--- src/rtl/lsu_pkg.sv ---
package lsu_pkg;

  typedef enum logic [1:0] {
    SZ_BYTE = 2'd0,
    SZ_HALF = 2'd1,
    SZ_WORD = 2'd2
  } size_e;

  typedef struct packed {
    size_e size;
    logic  zext;
    logic  ld_ok;
    logic  st_ok;
  } access_t;

  function automatic access_t decode_f3(input logic [2:0] f3);
    access_t a;
    a = '{size: SZ_BYTE, zext: 1'b0, ld_ok: 1'b0, st_ok: 1'b0};
    unique case (f3)
      3'b000: a = '{size: SZ_BYTE, zext: 1'b0, ld_ok: 1'b1, st_ok: 1'b1};
      3'b001: a = '{size: SZ_HALF, zext: 1'b0, ld_ok: 1'b1, st_ok: 1'b1};
      3'b010: a = '{size: SZ_WORD, zext: 1'b0, ld_ok: 1'b1, st_ok: 1'b1};
      3'b100: a = '{size: SZ_BYTE, zext: 1'b1, ld_ok: 1'b1, st_ok: 1'b0};
      3'b101: a = '{size: SZ_HALF, zext: 1'b1, ld_ok: 1'b1, st_ok: 1'b0};
      default: ;
    endcase
    return a;
  endfunction

endpackage

--- src/rtl/lsu_addr_gen.sv ---
module lsu_addr_gen
  import lsu_pkg::*;
#(
  parameter int ADDR_W = 32,
  parameter int IMM_W  = 12,
  parameter int OFF_W  = 2
) (
  input  logic [ADDR_W-1:0] base_i,
  input  logic [IMM_W-1:0]  offset_i,
  input  size_e             size_i,
  output logic [ADDR_W-1:0] addr_o,
  output logic              misal_o
);

  logic [ADDR_W-1:0] off_ext;

  assign off_ext = {{(ADDR_W-IMM_W){offset_i[IMM_W-1]}}, offset_i};
  assign addr_o  = base_i + off_ext;

  always_comb begin
    unique case (size_i)
      SZ_HALF: misal_o = addr_o[0];
      SZ_WORD: misal_o = |addr_o[OFF_W-1:0];
      default: misal_o = 1'b0;
    endcase
  end

endmodule

--- src/rtl/lsu_store_align.sv ---
module lsu_store_align
  import lsu_pkg::*;
#(
  parameter int DATA_W = 32,
  localparam int NB    = DATA_W / 8,
  localparam int OFF_W = $clog2(NB)
) (
  input  logic              en_i,
  input  size_e             size_i,
  input  logic [OFF_W-1:0]  off_i,
  input  logic [DATA_W-1:0] data_i,
  output logic [NB-1:0]     be_o,
  output logic [DATA_W-1:0] wdata_o
);

  // replication puts the operand on every lane; enables pick the live ones
  for (genvar l = 0; l < NB; l++) begin : g_lane
    always_comb begin
      unique case (size_i)
        SZ_BYTE: wdata_o[8*l +: 8] = data_i[7:0];
        SZ_HALF: wdata_o[8*l +: 8] = data_i[8*(l%2) +: 8];
        default: wdata_o[8*l +: 8] = data_i[8*l +: 8];
      endcase
    end
  end

  always_comb begin
    be_o = '0;
    if (en_i) begin
      unique case (size_i)
        SZ_BYTE: be_o = NB'(1) << off_i;
        SZ_HALF: be_o = NB'(3) << {off_i[OFF_W-1:1], 1'b0};
        SZ_WORD: be_o = '1;
        default: be_o = '0;
      endcase
    end
  end

endmodule

--- src/rtl/lsu_load_align.sv ---
module lsu_load_align
  import lsu_pkg::*;
#(
  parameter int DATA_W = 32,
  localparam int NB    = DATA_W / 8,
  localparam int OFF_W = $clog2(NB)
) (
  input  size_e             size_i,
  input  logic              zext_i,
  input  logic [OFF_W-1:0]  off_i,
  input  logic [DATA_W-1:0] rdata_i,
  output logic [DATA_W-1:0] data_o
);

  logic [DATA_W-1:0] shifted;
  logic              sb_byte, sb_half;

  assign shifted = rdata_i >> {off_i, 3'b000};
  assign sb_byte = ~zext_i & shifted[7];
  assign sb_half = ~zext_i & shifted[15];

  always_comb begin
    unique case (size_i)
      SZ_BYTE: data_o = {{(DATA_W-8){sb_byte}}, shifted[7:0]};
      SZ_HALF: data_o = {{(DATA_W-16){sb_half}}, shifted[15:0]};
      default: data_o = rdata_i;
    endcase
  end

endmodule

--- src/rtl/lsu_datapath.sv ---
module lsu_datapath
  import lsu_pkg::*;
#(
  parameter int ADDR_W = 32,
  parameter int DATA_W = 32,
  parameter int IMM_W  = 12,
  localparam int NB    = DATA_W / 8,
  localparam int OFF_W = $clog2(NB)
) (
  input  logic              clk_i,
  input  logic              rst_ni,
  input  logic              req_valid_i,
  input  logic              req_store_i,
  input  logic [2:0]        funct3_i,
  input  logic [ADDR_W-1:0] base_i,
  input  logic [IMM_W-1:0]  offset_i,
  input  logic [DATA_W-1:0] store_data_i,
  output logic [ADDR_W-1:0] mem_addr_o,
  output logic              mem_req_o,
  output logic              mem_we_o,
  output logic [NB-1:0]     mem_be_o,
  output logic [DATA_W-1:0] mem_wdata_o,
  input  logic [DATA_W-1:0] mem_rdata_i,
  output logic              misaligned_o,
  output logic              load_valid_o,
  output logic [DATA_W-1:0] load_data_o
);

  access_t          acc;
  logic             legal;
  logic             misal_raw;
  logic             ld_accept;

  logic             ld_pend_q;
  logic [OFF_W-1:0] ld_off_q;
  size_e            ld_size_q;
  logic             ld_zext_q;

  assign acc   = decode_f3(funct3_i);
  assign legal = req_store_i ? acc.st_ok : acc.ld_ok;

  lsu_addr_gen #(
    .ADDR_W (ADDR_W),
    .IMM_W  (IMM_W),
    .OFF_W  (OFF_W)
  ) i_addr_gen (
    .base_i   (base_i),
    .offset_i (offset_i),
    .size_i   (acc.size),
    .addr_o   (mem_addr_o),
    .misal_o  (misal_raw)
  );

  assign misaligned_o = req_valid_i & legal & misal_raw;
  assign mem_req_o    = req_valid_i & legal & ~misal_raw;
  assign mem_we_o     = mem_req_o & req_store_i;
  assign ld_accept    = mem_req_o & ~req_store_i;

  lsu_store_align #(
    .DATA_W (DATA_W)
  ) i_store_align (
    .en_i    (mem_we_o),
    .size_i  (acc.size),
    .off_i   (mem_addr_o[OFF_W-1:0]),
    .data_i  (store_data_i),
    .be_o    (mem_be_o),
    .wdata_o (mem_wdata_o)
  );

  // memory answers one cycle later: hold lane and format until then
  always_ff @(posedge clk_i or negedge rst_ni) begin
    if (!rst_ni) begin
      ld_pend_q <= 1'b0;
      ld_off_q  <= '0;
      ld_size_q <= SZ_WORD;
      ld_zext_q <= 1'b0;
    end else begin
      ld_pend_q <= ld_accept;
      if (ld_accept) begin
        ld_off_q  <= mem_addr_o[OFF_W-1:0];
        ld_size_q <= acc.size;
        ld_zext_q <= acc.zext;
      end
    end
  end

  lsu_load_align #(
    .DATA_W (DATA_W)
  ) i_load_align (
    .size_i  (ld_size_q),
    .zext_i  (ld_zext_q),
    .off_i   (ld_off_q),
    .rdata_i (mem_rdata_i),
    .data_o  (load_data_o)
  );

  assign load_valid_o = ld_pend_q;

endmodule

--- config.mk ---
export PLATFORM = sky130hd
export DESIGN_NAME = lsu_datapath
export DESIGN_NICKNAME = d
export VERILOG_FILES = /design/src/rtl/lsu_pkg.sv /design/src/rtl/lsu_addr_gen.sv /design/src/rtl/lsu_store_align.sv /design/src/rtl/lsu_load_align.sv /design/src/rtl/lsu_datapath.sv
export SDC_FILE = /design/constraint.sdc
export NUM_CORES = 1
export LEC_CHECK = 0
export CORE_ASPECT_RATIO = 0.7
export CORE_MARGIN = 5
export CORE_UTILIZATION = 41
export CTS_BUF_LIST = sky130_fd_sc_hd__clkbuf_4
export DETAILED_ROUTE_END_ITERATION = 16
export PLACE_DENSITY = 0.95
export SETUP_SLACK_MARGIN = 0.05
export SYNTH_ARGS = -nofsm -noshare
export SYNTH_HDL_FRONTEND = slang
export SYNTH_SLANG_ARGS = --single-unit
export TNS_END_PERCENT = 100
--- constraint.sdc ---
create_clock -name clk_i -period 4.97 [get_ports clk_i]
set_input_delay 0.994 -clock clk_i [delete_from_list [all_inputs] [get_ports clk_i]]
set_output_delay 0.994 -clock clk_i [all_outputs]
set_load 0.02 [all_outputs]
==> metrics, run 1 <==
Filler cells=527; Core Rows=27; leading area contributor after synthesis=ha_1; remaining antenna violation count=0; Unique masters post-synth=56; Post-synth EDFFs=0; DIE WIDTH=between 100 and 150 um; Initial Util=0.420; H-tree depth=1; initial antenna violation count=0; total grt overflow=0; vias=just over 5000; Die Area=approximately 10000 um^2; Crit path max-delay family=compound AO/OA/AOI/OAI gates; Ports=between 200 and 250; R2R Path Start=ld_off_q[1]; Tot GR Track Use=0.303; first-pass GRT wire length=approximately 25000 um; Syn Inst Count=505; Worst-Margin Slew=slightly above 1 ns; maximum buffer depth of the clock tree=2; n_diodes=0; Core ar.=roughly 8000 um^2; top cell type's share of synthesized area=0.133; endpoint class of the critical path=output port; # setup viols final=0; total iterations of the first detailed-routing run=6; Critical Path Fanout Max=3; FF-to-FF End=ld_off_q[1]; Post-Place Cells=851; syn avg cell area=between 6 and 7 um^2; Root Driver=clkbuf_4; hold crit path type=reg2reg; initial drt markers=approximately 550; total CTS buffers=3; Buf/Inv on CP=3; ordered list of cells on the worst path=clkdlybuf4s50_1 -> ha_1 -> inv_1 -> fa_1 -> nor2b_2 -> o2111ai_4 -> a211oi_4 -> o41ai_4 -> o32ai_2 -> or4_1 -> nand3_1 -> dlygate4sd2_1; Synth Flop Type=dfrtp_1; maximum VDD drop=0.248 mV; Final Non-Filler Cells=859; layout cells sized above 1=0.141; Fin. Hold Viols=0; Worst path max stage delay=~0.48 ns; Skew-Pair Late Insertion Delay=0.25 ns; CTS clk-pin slew, worst paths=0.05 ns; R2R cell count=1; multi-input combinational cell area=between 2000 and 3000 um^2; Slew headroom=0.328; vias in the first global route=slightly below 5000; largest net degree at the start of global routing=34; Final min period=slightly below 5 ns; drt via density=5.96; achievable frequency=approximately 200 MHz; Tcrit/Tclk final=0.986; CP Launch Type=input pin; Warnings, synthesis=0; drc violations=0; most frequent cell after synthesis=nand2_1; Synth top cells by count=nand2_1 (83), nor2_1 (53), a21oi_1 (52), ha_1 (35), o21ai_0 (27); PortBufs=about 220; critical-path cell with the highest stage delay=clkdlybuf4s50_1; top area cells in the synthesized netlist=ha_1 (13%), nand2_1 (9.5%), a21oi_1 (7.9%), mux2_2 (6.5%), nor2_1 (6.0%); Clock Skews=0 ns; pwr/cell area=254 nW/um^2; share of async-settable or async-resettable flops after synthesis=1.00; die height=between 80 and 90 um; hold depth=2; Design Power=between 1.5 and 2 mW; post-layout util=0.772; P&R area growth vs syn=83.5%; register area share after synthesis=0.0459; status=completed; Arr. time, crit path=about 3.9 ns; Slew Viols, Final=0; FF+latch count, synth=6; min-delay src=ld_zext_q; final net count=910; overall routed net length=roughly 17000 um; Routability Congestion=approximately 0.97; worst path required time=approximately 4.0 ns; CTS tree=yes; hpwl dp=13400 um; Wirelength per Cell=19.7 um; Worst R2R Setup Slack=between 3 and 4 ns; sequential cell area=approximately 150 um^2; Max Cap Violations=0; # clock sinks=6; Post-Route Setup TNS=0 ns; Mapped Area=between 3000 and 4000 um^2; Pleak=2.73 nW; syn_nets=roughly 660; Hold Path End=ld_zext_q; crit path kind=in2out
[cells in the final DEF, fill, tap and decap left out, drive strengths merged, types with 3 or more instances in the layout]
master           n
nor3            15
ha              35
o21ai           31
a21boi           3
dfrtp            5
a21oi           52
o21a             4
o31ai            3
mux2i            7
buf             62
nor2b           16
xor2             7
a22oi            8
clkdlybuf4s50  196
a21o            15
a221oi          11
a211oi           5
clkbuf           5
dlygate4sd2     10
or4              3
dlymetal6s2s    10
xnor2           14
o311ai           5
nand2           83
a311oi           4
nand4            3
mux2            19
nand3           11
inv             25
nand2b           7
nor2            53
[power breakdown]
group	internal [mW]	leakage (nW)	total (mW)	switching [mW]
Sequential	0.0583	0.0733	0.104	0.0455
Clock	0.0361	0.0184	0.0569	0.0208
Combinational	0.652	2.64	1.38	0.724
Total	0.746	2.73	1.54	0.790
[final cells by class]
class                      instances  area share
tap                              101      0.0209
clock buffer                       4     0.00497
sequential                         6      0.0250
timing repair buffer             280       0.439
multi-input combinational        443       0.495
inverter                          25      0.0155
[how the worst max path moves through the flow]
stage / start / end / slack (ns) / cells after the start
2_1_floorplan: funct3_i[0] / mem_be_o[0] / 0.47 / 11
3_3_place_gp: offset_i[11] / mem_addr_o[30] / -0.12 / 11
3_5_place_dp: offset_i[11] / mem_addr_o[24] / -0.29 / 12
4_1_cts: base_i[1] / mem_addr_o[31] / 0.05 / 11
5_1_grt: base_i[0] / mem_addr_o[16] / -0.02 / 12
6_report: base_i[0] / mem_addr_o[16] / 0.07 / 12
[timing repair]
action,in CTS,in global routing
hold buffers,0,0
setup endpoints to repair,18,16
gates resized for setup,18,23
buffers inserted,2,2
pin swaps,1,4
[flip-flops by register name, summed over array words and instances (netlist names)]
| signal | count |
|---|---|
| ld_size_q | 2 |
| ld_off_q | 2 |
| ld_zext_q | 1 |
| load_valid_o | 1 |
[cells by family after synthesis]
family	after synthesis	synth area share
multiplexers	26	0.0862
flip-flops	6	0.0459
adder cells (fa/ha/maj)	36	0.139
AO/OA/AOI/OAI	156	0.318
AND/OR/NAND/NOR	204	0.282
XOR/XNOR	21	0.0558
buffers and inverters	56	0.0729
[layer usage]
| layer | track usage | part of all wire |
|---|---|---|
| met1 | 0.365 | 0.37 |
| met2 | 0.521 | 0.47 |
| met3 | 0.0592 | 0.10 |
| met4 | 0.130 | 0.058 |
| met5 | 0 | 0 |
[per-stage QoR]
stage                     setup slack [ns]  hold WS, ns  area, um^2
after floorplan                      0.470        0.530        3300
after global placement              -0.124        0.556        5890
after detailed placement            -0.286        0.576        5890
after CTS                           0.0525        0.584        5950
after global routing               -0.0206        0.598        6050
final                               0.0687        0.572        6050
Note: power is estimated with default switching activity, not from simulation.
==> run 2, diff against run 1 <==
CORE_MARGIN = default   (was 5)
CTS_CLUSTER_SIZE = 10   (was default)
GPL_TIMING_DRIVEN = 0   (was default)
==> metrics, run 2 (same netlist as run 1, synthesis figures left out) <==
# setup viols final=0; die height=roughly 77 um; total iterations of the first detailed-routing run=5; DIE WIDTH=between 100 and 150 um; Worst R2R Setup Slack=about 3.0 ns; Post-Place Cells=approximately 800; Core Rows=26; worst hold slack=0.585 ns; Slew headroom=0.575; Slew Viols, Final=0; overall routed net length=15500 um; Worst path max stage delay=between 0.6 and 0.7 ns; drt via density=5.84; worst setup path start=base_i[4]; P&R area growth vs syn=75.4%; layout cells sized above 1=0.105; Crit path max-delay family=buffers and inverters; Wirelength per Cell=between 15 and 20 um; Fin. Hold Viols=0; Max Cap Violations=0; first-pass GRT wire length=23600 um; worst path required time=3.98 ns; Routability Congestion=~1.0; total CTS buffers=3; endpoint class of the critical path=output port; total grt overflow=0; most common cell after layout, fill and taps aside=clkdlybuf4s50_1; CTS clk-pin slew, worst paths=roughly 0.060 ns; R2R cell count=4; Root Driver=clkbuf_4; Initial Util=0.437; maximum VDD drop=a little under 0.3 mV; CTS tree=yes; PortBufs=between 200 and 250; remaining antenna violation count=0; Final Non-Filler Cells=829; maximum buffer depth of the clock tree=2; hpwl dp=roughly 13000 um; largest net degree at the start of global routing=22; n_diodes=0; pwr/cell area=approximately 260 nW/um^2; biggest regs=ld_off_q x2, ld_size_q x2; crit path kind=in2out; status=completed; Tot GR Track Use=0.355; Buf/Inv on CP=3; Area after DPL=between 5000 and 6000 um^2; initial antenna violation count=0; Core ar.=between 7000 and 8000 um^2; RSZ-0062 raised after global routing=false; Pleak=2.47 nW; hold-fix buffers at CTS=0; Arr. time, crit path=~3.9 ns; Clock Skews=0 ns; H-tree depth=1; Final min period=4.84 ns; # clock sinks=6; initial drt markers=443; Setup crit end=mem_addr_o[19]; Worst-Margin Slew=roughly 0.63 ns; critical-path cell with the highest stage delay=clkdlybuf4s50_1; Skew-Pair Late Insertion Delay=around 0.24 ns; Tcrit/Tclk final=0.974; drc violations=0; ordered list of cells on the worst path=clkdlybuf4s50_1 -> ha_1 -> a21o_1 -> o21bai_2 -> o211ai_1 -> buf_4 -> nand3_2 -> a21oi_1 -> xnor2_1 -> clkdlybuf4s50_1; Ports=~220; achievable frequency=around 210 MHz; CP Depth=10; vias=about 4800; FF-to-FF End=ld_off_q[1]; CP Launch Type=input pin; Most Frequent Cell on Critical Path=clkdlybuf4s50_1; most frequent cells in the layout=clkdlybuf4s50_1 (198), nand2_1 (82), nor2_1 (53); R2R Path Start=ld_off_q[1]; vias in the first global route=between 4000 and 5000; final net count=just under 900; hold crit path type=reg2reg; Die Area=approximately 8400 um^2; final instance area=between 5000 and 6000 um^2; Critical Path Fanout Max=4
## run 2: cell count changes in the layout (fill, tap and decap cells not counted), moves of 3 or more
cell and delta:
ha_2 +4, buf_4 -48, ha_1 -4, dlymetal6s2s_1 -5
a21oi_2 +3, clkbuf_2 +3, clkbuf_1 +18
## run 2: worst min-delay path by stage
stage	cells after the start	to	slack (ns)	start
final	2	ld_zext_q	0.59	ld_zext_q
after global routing	2	ld_zext_q	0.60	ld_zext_q
after CTS	2	ld_zext_q	0.58	ld_zext_q
after detailed placement	2	ld_zext_q	0.57	ld_zext_q
after global placement	2	ld_zext_q	0.57	ld_zext_q
after floorplan	2	ld_zext_q	0.53	ld_zext_q
## run 2: power breakdown
group	leakage [nW]	total, mW	internal [mW]	switching, mW
sequential	0.0733	0.0680	0.0591	0.00891
clock	0.0184	0.0566	0.0360	0.0206
combinational	2.38	1.37	0.616	0.759
## run 2: through the flow
step | util | worst slack (ns) | setup TNS (ns) | power (mW)
4_1_cts | 0.751 | -0.210 | -0.730 | 1.47
2_1_floorplan | - | 0.470 | 0 | 0.789
6_report | 0.766 | 0.127 | 0 | 1.50
5_1_grt | 0.766 | 0.0112 | 0 | 1.59
3_5_place_dp | 0.742 | -0.817 | -17.29 | 1.41
3_3_place_gp | 0.742 | -0.750 | -14.41 | 1.39
## run 2: final cells by class
type	instances	area (um^2)
clock buffers	4	30.0
fillers	577	1770
well taps	98	123
multi-input cells	443	3030
flip-flops and latches	6	151
repair buffers	224	2210
plain buffers	29	145
inverters	25	93.8
## run 2: what timing repair did
item / in CTS / in global routing
pin swaps: 2 / 7
gates resized for setup: 32 / 39
setup buffers: 3 / 3
setup endpoints to repair: 43 / 32
## run 2: routing by layer
metal | GRT usage | wire [um] | vias to the layer above
met5 | 0 | 0 | -
met4 | 0.0865 | 320 | 0
met3 | 0.0740 | 1430 | 35
met2 | 0.601 | 7170 | 273
met1 | 0.452 | 6530 | 2250
li1 | - | - | 2285
## run 2: tightest hold or removal path, cell delays in order, from the launching register on
cell and delay, ns:
dfrtp_1 0.39, inv_1 0.08, o21ai_0 0.08
==> run 3, diff against run 2 <==
CELL_PAD_IN_SITES_DETAIL_PLACEMENT = 1   (was default)
CELL_PAD_IN_SITES_GLOBAL_PLACEMENT = 1   (was default)
CORE_UTILIZATION = 26   (was 41)
==> metrics, run 3 (same netlist as run 1, synthesis figures left out) <==
status=completed; initial antenna violation count=0; FF-to-FF End=ld_off_q[1]; Max Cap Violations=0; final net count=just under 900; Place WS=-0.942 ns; drt via density=5.58; Final Non-Filler Cells=about 890; worst path required time=3.98 ns; Worst path max stage delay=0.50 ns; min-delay src=ld_zext_q; initial drt markers=316; Skew-Pair Late Insertion Delay=approximately 0.25 ns; Wirelength per Cell=roughly 21 um; die height=roughly 96 um; Routability Congestion=0.895; post-layout util=0.488; R2R Path Start=ld_off_q[1]; routed length on met3=~1100 um; final instance area=~5900 um^2; Core ar.=between 10000 and 15000 um^2; Slew headroom=0.620; most frequent cells in the layout=clkdlybuf4s50_1 (194), nand2_1 (82), nor2_1 (53); endpoint class of the critical path=output port; Worst-Margin Slew=0.569 ns; remaining antenna violation count=0; routed length on met2=8930 um; total CTS buffers=3; Design Power=1.52 mW; Core Rows=33; first-pass GRT wire length=around 27000 um; critical-path cell with the highest stage delay=clkdlybuf4s50_1; Post-Place Cells=just under 900; Pleak=2.44 nW; largest net degree at the start of global routing=22; Tcrit/Tclk final=0.976; pwr/cell area=259 nW/um^2; # setup viols final=0; R2R cell count=4; crit path kind=in2out; overall routed net length=18300 um; H-tree depth=1; vias in the first global route=roughly 5100; vias=4951; Post-Route Setup TNS=0 ns; metal1 wirelength=slightly below 8000 um; Buf/Inv on CP=5; Crit path max-delay family=buffers and inverters; n_diodes=0; CTS clk-pin slew, worst paths=about 0.070 ns; total iterations of the first detailed-routing run=5; Setup WS post-layout=approximately 0.12 ns; DIE WIDTH=137 um; PortBufs=about 220; Fin. Hold Viols=0; ordered list of cells on the worst path=clkdlybuf4s50_1 -> ha_4 -> inv_1 -> fa_2 -> nor2b_2 -> o2111ai_2 -> buf_4 -> a21oi_2 -> o21ai_1 -> a21oi_2 -> buf_4 -> mux2i_1 -> nand3_1 -> clkdlybuf4s15_1; total grt overflow=0; hold-fix buffers at CTS=0; Filler cells=between 1500 and 2000; hold crit path type=reg2reg; Worst R2R Setup Slack=approximately 2.9 ns; CP Launch Type=input pin; Slew Viols, Final=0; RSZ-0062 raised after global routing=true; worst hold slack=about 0.7 ns; maximum VDD drop=0.234 mV; Hold Path End=ld_zext_q; Die Area=~13000 um^2; Initial Util=0.274; hold depth=2; drc violations=0; achievable frequency=around 210 MHz; most common cell after layout, fill and taps aside=clkdlybuf4s50_1; Area after DPL=between 5000 and 6000 um^2; CTS tree=yes; maximum buffer depth of the clock tree=2; top routing layer in use=met4; Root Driver=clkbuf_4; # clock sinks=6; Critical Path Fanout Max=3; Ports=between 200 and 250; P&R area growth vs syn=77.9%; Final min period=roughly 4.8 ns; hpwl dp=around 15000 um; biggest regs=ld_off_q x2, ld_size_q x2; layout cells sized above 1=0.112; Arr. time, crit path=3.85 ns; Clock Skews=0 ns; Tot GR Track Use=0.268
-- run 3: worst max-delay path by stage --
stage / start / endpoint / slack, ns / cells after the start
after CTS: offset_i[3] / mem_addr_o[29] / -0.16 / 10
final: offset_i[0] / mem_addr_o[24] / 0.12 / 14
after floorplan: funct3_i[0] / mem_be_o[0] / 0.47 / 11
after global routing: base_i[5] / mem_addr_o[29] / 0.01 / 11
after global placement: offset_i[11] / mem_addr_o[29] / -0.83 / 10
after detailed placement: offset_i[11] / mem_addr_o[29] / -0.94 / 10
-- run 3: final cells by class --
cell class | instances | area [um^2] | share of cell area
sequential | 6 | 151 | 0.0258
inverter | 25 | 93.8 | 0.0160
buffer | 29 | 151 | 0.0258
tap | 157 | 196 | 0.0335
timing repair buffer | 224 | 2190 | 0.373
clock buffer | 4 | 30.0 | 0.00512
multi-input combinational | 443 | 3050 | 0.521
-- run 3: routing by layer --
layer  up-vias  track usage
met3        42       0.0326
met1      2410        0.331
met4         0       0.0796
met2       222        0.486
met5         -            0
li1       2277            -
-- run 3: worst reg2reg max path, stage by stage, from the launching register on --
cell and delay [ns]:
dfrtp_1 0.42, clkbuf_1 0.45, clkbuf_1 0.45, clkbuf_1 0.46, mux2_2 0.26
-- run 3: report_power, final --
| group | switching, mW | internal, mW |
|---|---|---|
| logic | 0.778 | 0.611 |
| registers | 0.00875 | 0.0590 |
| clock network | 0.0250 | 0.0363 |
-- run 3: repair_timing --
item	in CTS	in global routing
buffers inserted	4	2
endpoints found under the setup margin	44	16
pin swaps	7	6
resized for setup	67	17
